==> config.mk <==
export PLATFORM = sky130hd
export DESIGN_NAME = demod_decim_chan
export DESIGN_NICKNAME = d
export VERILOG_FILES = /design/src/rtl/ddi_pkg.sv /design/src/rtl/ddi_condition.sv /design/src/rtl/ddi_window.sv /design/src/rtl/ddi_integrator.sv /design/src/rtl/demod_decim_chan.sv
export SDC_FILE = /design/constraint.sdc
export NUM_CORES = 1
export LEC_CHECK = 0
export CELL_PAD_IN_SITES_DETAIL_PLACEMENT = 1
export CELL_PAD_IN_SITES_GLOBAL_PLACEMENT = 1
export CORE_ASPECT_RATIO = 1.75
export CORE_MARGIN = 1.5
export CORE_UTILIZATION = 50
export DETAILED_ROUTE_END_ITERATION = 10
export DONT_BUFFER_PORTS = 1
export GPL_TIMING_DRIVEN = 0
export PLACE_DENSITY = 0.86
export SYNTH_ARGS = -nofsm -noshare
export SYNTH_HDL_FRONTEND = slang
export SYNTH_SLANG_ARGS = --single-unit
==> constraint.sdc <==
create_clock -name clk -period 15 [get_ports clk]
set_input_delay 3 -clock clk [delete_from_list [all_inputs] [get_ports clk]]
set_output_delay 3 -clock clk [all_outputs]
set_load 0.03 [all_outputs]
==> src/rtl/ddi_pkg.sv <==
// Package: shared sizing for the demodulating decimating integrator.
// Assumes at most two integrator stages are ever selected.
package ddi_pkg;
    localparam int ORDER_MAX = 2;

    // Result width so that the longest window cannot wrap at the highest order.
    function automatic int acc_width(input int data_w, input int len_w);
        return data_w + 1 + ORDER_MAX * len_w;
    endfunction
endpackage

==> src/rtl/ddi_condition.sv <==
// Module: source select, optional MSB flip and polarity demodulation.
// Produces one conditioned signed sample, one bit wider than the input so
// that negating the most negative code cannot overflow. Purely combinational.
module ddi_condition #(
    parameter int DATA_W = 16
) (
    input  logic              src_adc,
    input  logic              sign_cvt,
    input  logic              demod_en,
    input  logic              pol_sel,
    input  logic              exc_pol,
    input  logic              adc_valid,
    input  logic [DATA_W-1:0] adc_data,
    input  logic              sw_update,
    input  logic [DATA_W-1:0] sw_data,
    output logic              smp_valid,
    output logic signed [DATA_W:0] smp_value
);
    logic [DATA_W-1:0] raw;
    logic signed [DATA_W:0] ext;

    // Pick the active source and apply the offset-binary flip on the converter path.
    always_comb begin
        if (src_adc) begin
            smp_valid = adc_valid;
            raw       = adc_data;
            if (sign_cvt) begin
                raw[DATA_W-1] = ~adc_data[DATA_W-1];
            end
        end else begin
            smp_valid = sw_update;
            raw       = sw_data;
        end
    end

    // Sign-extend, then negate while the excitation reference is negative.
    always_comb begin
        ext = {raw[DATA_W-1], raw};
        if (demod_en && pol_sel && !exc_pol) begin
            smp_value = -ext;
        end else begin
            smp_value = ext;
        end
    end
endmodule

==> src/rtl/ddi_window.sv <==
// Module: decimation down-counter. Loaded with length-minus-one, steps once
// per accepted sample, flags the last sample of a window and reloads then.
// Held at the reload value while disabled.
module ddi_window #(
    parameter int LEN_W = 12
) (
    input  logic             clk,
    input  logic             rst_n,
    input  logic             enable,
    input  logic [LEN_W-1:0] len_m1,
    input  logic             step,
    output logic             last
);
    logic [LEN_W-1:0] remain;

    assign last = (remain == '0);

    // Count down per sample, reloading at window end or while idle.
    always_ff @(posedge clk) begin
        if (!rst_n || !enable) begin
            remain <= len_m1;
        end else if (step) begin
            if (last) begin
                remain <= len_m1;
            end else begin
                remain <= remain - 1'b1;
            end
        end
    end
endmodule

==> src/rtl/ddi_integrator.sv <==
// Module: cascade of integrator stages with a dump-and-clear.
// Stage i adds the updated output of stage i-1; result picks the stage
// chosen by the order bit and includes the sample presented this cycle.
module ddi_integrator #(
    parameter int IN_W  = 17,
    parameter int ACC_W = 41
) (
    input  logic                    clk,
    input  logic                    rst_n,
    input  logic                    clear,
    input  logic                    step,
    input  logic                    dump,
    input  logic                    order,
    input  logic signed [IN_W-1:0]  sample,
    output logic signed [ACC_W-1:0] result
);
    import ddi_pkg::*;

    logic signed [ACC_W-1:0] acc  [ORDER_MAX];
    logic signed [ACC_W-1:0] nxt  [ORDER_MAX];
    logic signed [ACC_W-1:0] s_ext;

    assign s_ext = ACC_W'(sample);

    for (genvar g = 0; g < ORDER_MAX; g++) begin : g_stage
        // Next value of this stage given the stage before it.
        if (g == 0) begin : g_first
            always_comb nxt[g] = acc[g] + s_ext;
        end else begin : g_rest
            always_comb nxt[g] = acc[g] + nxt[g-1];
        end

        // Hold, accumulate or clear this stage.
        always_ff @(posedge clk) begin
            if (!rst_n || clear) begin
                acc[g] <= '0;
            end else if (step) begin
                acc[g] <= dump ? '0 : nxt[g];
            end
        end
    end

    // Select the stage that corresponds to the programmed order.
    always_comb result = order ? nxt[ORDER_MAX-1] : nxt[0];
endmodule

==> src/rtl/demod_decim_chan.sv <==
// Module: top of the demodulating decimating integrator channel.
// Conditions each accepted sample, integrates it, and posts the result with
// a done flag and an interrupt pulse when the window counter expires.
// Assumes configuration is stable while enabled.
module demod_decim_chan #(
    parameter int DATA_W = 16,
    parameter int LEN_W  = 12,
    localparam int ACC_W = ddi_pkg::acc_width(DATA_W, LEN_W) - 1
) (
    input  logic              clk,
    input  logic              rst_n,
    input  logic              cfg_enable,
    input  logic              cfg_src_adc,
    input  logic [LEN_W-1:0]  cfg_len_m1,
    input  logic              cfg_order,
    input  logic              cfg_demod_en,
    input  logic              cfg_pol_sel,
    input  logic              cfg_sign_cvt,
    input  logic              adc_valid,
    input  logic [DATA_W-1:0] adc_data,
    input  logic              exc_pol,
    input  logic              sw_update,
    input  logic [DATA_W-1:0] sw_data,
    input  logic              out_read,
    output logic [ACC_W-1:0]  out_data,
    output logic              done,
    output logic              irq
);
    logic                    smp_valid;
    logic signed [DATA_W:0]  smp_value;
    logic                    step;
    logic                    last;
    logic                    dump;
    logic signed [ACC_W-1:0] result;

    ddi_condition #(.DATA_W(DATA_W)) u_cond (
        .src_adc   (cfg_src_adc),
        .sign_cvt  (cfg_sign_cvt),
        .demod_en  (cfg_demod_en),
        .pol_sel   (cfg_pol_sel),
        .exc_pol   (exc_pol),
        .adc_valid (adc_valid),
        .adc_data  (adc_data),
        .sw_update (sw_update),
        .sw_data   (sw_data),
        .smp_valid (smp_valid),
        .smp_value (smp_value)
    );

    assign step = cfg_enable && smp_valid;
    assign dump = step && last;

    ddi_window #(.LEN_W(LEN_W)) u_win (
        .clk    (clk),
        .rst_n  (rst_n),
        .enable (cfg_enable),
        .len_m1 (cfg_len_m1),
        .step   (step),
        .last   (last)
    );

    ddi_integrator #(.IN_W(DATA_W + 1), .ACC_W(ACC_W)) u_int (
        .clk    (clk),
        .rst_n  (rst_n),
        .clear  (!cfg_enable),
        .step   (step),
        .dump   (dump),
        .order  (cfg_order),
        .sample (smp_value),
        .result (result)
    );

    // Post the result on a dump; the register keeps it otherwise.
    always_ff @(posedge clk) begin
        if (!rst_n) begin
            out_data <= '0;
        end else if (dump) begin
            out_data <= result;
        end
    end

    // Done flag: set on dump, cleared by a read or while disabled.
    always_ff @(posedge clk) begin
        if (!rst_n || !cfg_enable) begin
            done <= 1'b0;
        end else if (dump) begin
            done <= 1'b1;
        end else if (out_read) begin
            done <= 1'b0;
        end
    end

    // One-cycle interrupt pulse per posted result.
    always_ff @(posedge clk) begin
        if (!rst_n) begin
            irq <= 1'b0;
        end else begin
            irq <= dump;
        end
    end
endmodule

---- After elaboration in Yosys (flattened, before gate mapping) ----
Memories as Yosys holds them, arrays and structs flattened.
Cells that the tools add are included.
word-level totals
  register bits ........................... 54
  memory bits (writable) .................. 80
  bits of input ports ..................... 56
  output and inout port bits .............. 42
  memories ................................ 1
memories
  name       words  width  read ports  clocked after Yosys merged registers in  write ports  RTL line              RTL
  u_int.acc  2      40     2           0                                        2            ddi_integrator.sv:19  logic signed [ACC_W-1:0] acc [ORDER_MAX];
cells by class
  $add $sub $neg .......................... 4
  muxes and demuxes ....................... 19
  bitwise logic cells ..................... 3
  reduce and logical (&&, ||, !) cells .... 11
operator list
  cell                                                                  number
  40-bit 2-to-1 mux                                                     5
  40-bit by 17-bit adder with 40-bit output                             1
  40-bit adder                                                          1
  12-bit 2-to-1 mux                                                     3
  17-bit 2-to-1 mux                                                     1
  16-bit negator with 17-bit output                                     1
  16-bit 2-to-1 mux                                                     1
  12-bit logical NOT                                                    1
  12-bit by 1-bit subtractor with 12-bit output, second input constant  1
  1-bit 2-to-1 mux                                                      9
  1-bit logical AND                                                     4
  2-bit nonzero test                                                    2
  1-bit logical NOT                                                     3
  1-bit OR                                                              2
  1-bit logical OR                                                      1
  1-bit NOT                                                             1

---- Logic depth before layout (Yosys ltp) ----
  word-level depth ........................ 9
  mapped depth ............................ 32

---- Modules after synthesis ----
From an unflattened synthesis, not the netlist that was laid out.
unflattened totals
  cell total of the unflattened synthesis .. 1272
  area total of the unflattened synthesis .. 11243.3 um2
by module, submodules not included
  module            times used  cells each  area each (um2)  seq. area each (um2)
  ddi_integrator    1           924         8018.9           2402.3
  demod_decim_chan  1           184         1719.1           840.8
  ddi_window        1           73          764.5            360.3
  ddi_condition     1           91          740.7            0.0

---- Least setup slack after synthesis ----
OpenSTA, ideal clock, no wires.
  kind .................................... input-to-reg
  start point ............................. input cfg_src_adc
  end point ............................... memory u_int.acc[1][37] (netlist bit), data pin
  arrival time ............................ 8.884 ns
  data required time ...................... 14.745 ns
  setup slack ............................. 5.861 ns
  stages on the path ...................... 31
  buffers on the path ..................... 3
  cell sequence ........................... buf_2 > buf_2 > mux2i_1 > ha_1 > o21ai_1 > or2_2 > nor4_1 > a211oi_1 > a21oi_1 > inv_1 > ha_1 > nand2_1 > a21oi_1 > a221oi_2 > a31oi_2 > o21ai_0 > nand2b_1 > a221oi_1 > xor2_1 > inv_1 > ha_1 > buf_2 > and4_1 > and3_1 > a221oi_1 > nor2_1 > nor4_1 > nor3_1 > nor3_1 > xnor2_1 > and2_1
RTL lines
  what                RTL line                RTL
  start: declaration  demod_decim_chan.sv:13  input logic cfg_src_adc,
  end: declaration    ddi_integrator.sv:19

==> flow_summary.json <==
{
  "status": "complete, no violations",
  "first_pass_iters": 7,
  "fin_crit_sh": 0.728,
  "cts_hold_buffers": 0,
  "leakagePower_uw": 0.00464,
  "fill_cells": 2321,
  "synth_most_common_cell": "nor2_1",
  "wl_per_cell_um": 23.8,
  "area_growth_pct": 9.68,
  "min-delay-start": "out_data[4]",
  "insertion_delay_ns": 0.46,
  "synth.area.top_cells": "edfxtp_1 (28%), ha_1 (11%), dfxtp_1 (8.4%)",
  "path_buf_inv": 5,
  "dp_hpwl_um": 24500,
  "finalHoldViolCount": 0,
  "grt_max_degree": 54,
  "die_h_um": 190,
  "clkSlewWorstSetupHoldPaths_ns": 0.06,
  "synth_warnings": 0,
  "dpl_cell_area_sq_um": 10300,
  "busiest_layer": "met2",
  "synthesis.area_sq_um": 9990,
  "cts_made_buffers": 17,
  "finalCriticalPeriod_ns": 10.93,
  "worstSetupEndpointType": "flip-flop",
  "ys_async_sr_fraction": 0,
  "finalPower_uw": 1500,
  "hold_path_class": "flip-flop to flip-flop",
  "cts_tree": "done",
  "antennaDiodeCount": 0,
  "via_per_inst": 6.36,
  "cts_sinks": 134,
  "post-route-drc-count": 0,
  "gr-usage-all-layers": 0.329,
  "grt_pass1_wl_um": 51000,
  "worst_ep_required_time_ns": 15.21,
  "cpMaxStageDelayCell": "xor2_1",
  "syn_inst": 1114,
  "cts.path.max_buffers": 2,
  "maxCapViolCount": 0,
  "crit_start": "cfg_src_adc",
  "slowest_delay_ns": 0.62,
  "powerDensity_nw_per_um2": 136,
  "timing.setup.tns_ns": 0,
  "grt_util_met1": 0.320,
  "worstPathArrival_ns": 11.13,
  "dieArea_sq_um": 20900,
  "grt_use_met3": 0.0689,
  "initial_utilization": 0.508,
  "synth.distinct_cells": 67,
  "grt_use_met2": 0.581,
  "gp_congestion": 0.932,
  "overflow": 0,
  "path_delay_family": "compound AO/OA/AOI/OAI gates",
  "worstMarginPinSlew_ns": 0.985,
  "num_vias": 8847,
  "portBuffers": 0,
  "fin_nets": 1277,
  "finalClockSkew_ns": 0.0149,
  "rsz0062_at_grt": "no",
  "ioPinCount": 98,
  "ys_ff_latch": 134,
  "syn_nets": 1257,
  "slew_headroom": 0.341,
  "die_w_um": 110,
  "critPathKind": "input pin to flip-flop",
  "antenna_found_initial": 0,
  "syn_avg_cell_area_sq_um": 8.97,
  "peakVddDrop_v": 0.0000827,
  "num_rows": 68,
  "netlist_top_cells_count": "nor2_1 (128), a21oi_1 (100), edfxtp_1 (92)",
  "htreeDepth": 4,
  "final_util": 0.558,
  "ant_nets": 0,
  "synth_seq_area_share": 0.361,
  "wirelength_um": 33100,
  "cp-start-kind": "input pin",
  "yosys.area.top_type_share": 0.276,
  "path_max_fanout": 25,
  "ctsResizeCount": 0,
  "cts_root_buf": "clkbuf_16",
  "cts_setup_buffers": 0,
  "grt_pass1_vias": 9573,
  "synth_edf_count": 92,
  "synth_ff_type": "edfxtp_1",
  "yosysTopAreaCell": "edfxtp_1",
  "stdcell_area_sq_um": 11000,
  "drive_gt1_frac": 0.0593,
  "post-place-cells": 1360,
  "core_area_sq_um": 19700,
  "final_cells": 1392,
  "max_freq_ghz": 0.0915,
  "setup_viol": 0,
  "maxSlewViolCount": 0,
  "first_iter_violations": 451,
  "reg2reg_from": "u_int.acc[0][0]"
}
[placed cells by master (no fill, tap or decap), types with 6 or more instances in the layout]
cell type  instances
nor2_1           128
a21oi_1          100
edfxtp_1          92
ha_1              85
o21ai_0           84
nand2_1           73
xnor2_1           65
inv_1             52
dfxtp_1           42
and2_1            39
xor2_1            33
a21o_1            31
clkbuf_1          29
nor3_1            28
mux2i_1           24
nand3_1           22
a211oi_1          21
clkbuf_16         18
and3_1            11
o211ai_1          10
o21bai_1          10
nor2b_1            9
nand4_1            8
o21a_1             8
nand2b_1           8
and4_1             7
buf_2              6
nor4_1             6
nor3b_1            6
[worst reg2reg max path, delay by kind of cell (launching register included)]
| family | cells | cell delay, ns |
|---|---|---|
| adders and majority gates | 3 | 1.05 |
| AOI/OAI and AO/OA | 8 | 2.24 |
| and+or+nand+nor | 7 | 1.40 |
| DFF | 1 | 0.37 |
| buffers and inverters | 1 | 0.12 |
| xor gates and xnor gates | 2 | 0.73 |
[layer usage]
| metal | routed length [um] | up-vias |
|---|---|---|
| met1 | 11500 | 4340 |
| met2 | 17000 | 279 |
| met5 | 0 | - |
| met3 | 1590 | 130 |
| met4 | 2960 | 0 |
| li1 | - | 4098 |
[state kept, by name, summed over array words and instances (netlist names)]
name	cells
irq	1
out_data	40
u_int.acc	80
u_win.remain	12
done	1
[cell families (layout without fill, tap and decap cells)]
family	Yosys count	after routing	synth area share
mux	26	26	0.0263
xor+xnor	98	98	0.0859
flops	134	134	0.361
compound gates	324	324	0.212
fa+ha+maj	87	87	0.110
simple gates	357	357	0.171
buf+inv	88	121	0.0338
[power breakdown]
| group | switching [uW] | internal [uW] | leakage, uW |
|---|---|---|---|
| clock network | 189 | 264 | 0.000307 |
| logic | 400 | 214 | 0.00297 |
| registers | 10.0 | 420 | 0.00137 |
[cell type report]
class / instances / area [sq um] / area share
buffer: 36 / 143 / 0.0130
clock buffer: 19 / 464 / 0.0424
clock inverter: 13 / 156 / 0.0143
inverter: 52 / 195 / 0.0178
multi-input combinational: 892 / 6060 / 0.553
sequential: 134 / 3600 / 0.329
tap: 245 / 307 / 0.0280
timing repair buffer: 1 / 27.5 / 0.00251
[stage by stage]
step	hold WS [ns]	setup WS (ns)
final	0.607	4.07
after CTS	0.610	4.09
after detailed placement	0.601	3.62
after global routing	0.652	3.57
after floorplan	0.580	5.86
after global placement	0.594	3.80
[worst paths after layout]
path / end / slack, ns / depth (start not counted)
min reg2reg: out_data[4] / 0.61 / 2
min: out_data[4] / 0.61 / 2
max reg2reg: u_int.acc[1][37] / 8.81 / 21
max: u_int.acc[1][37] / 4.07 / 31
(Power assumes the default switching activity.)
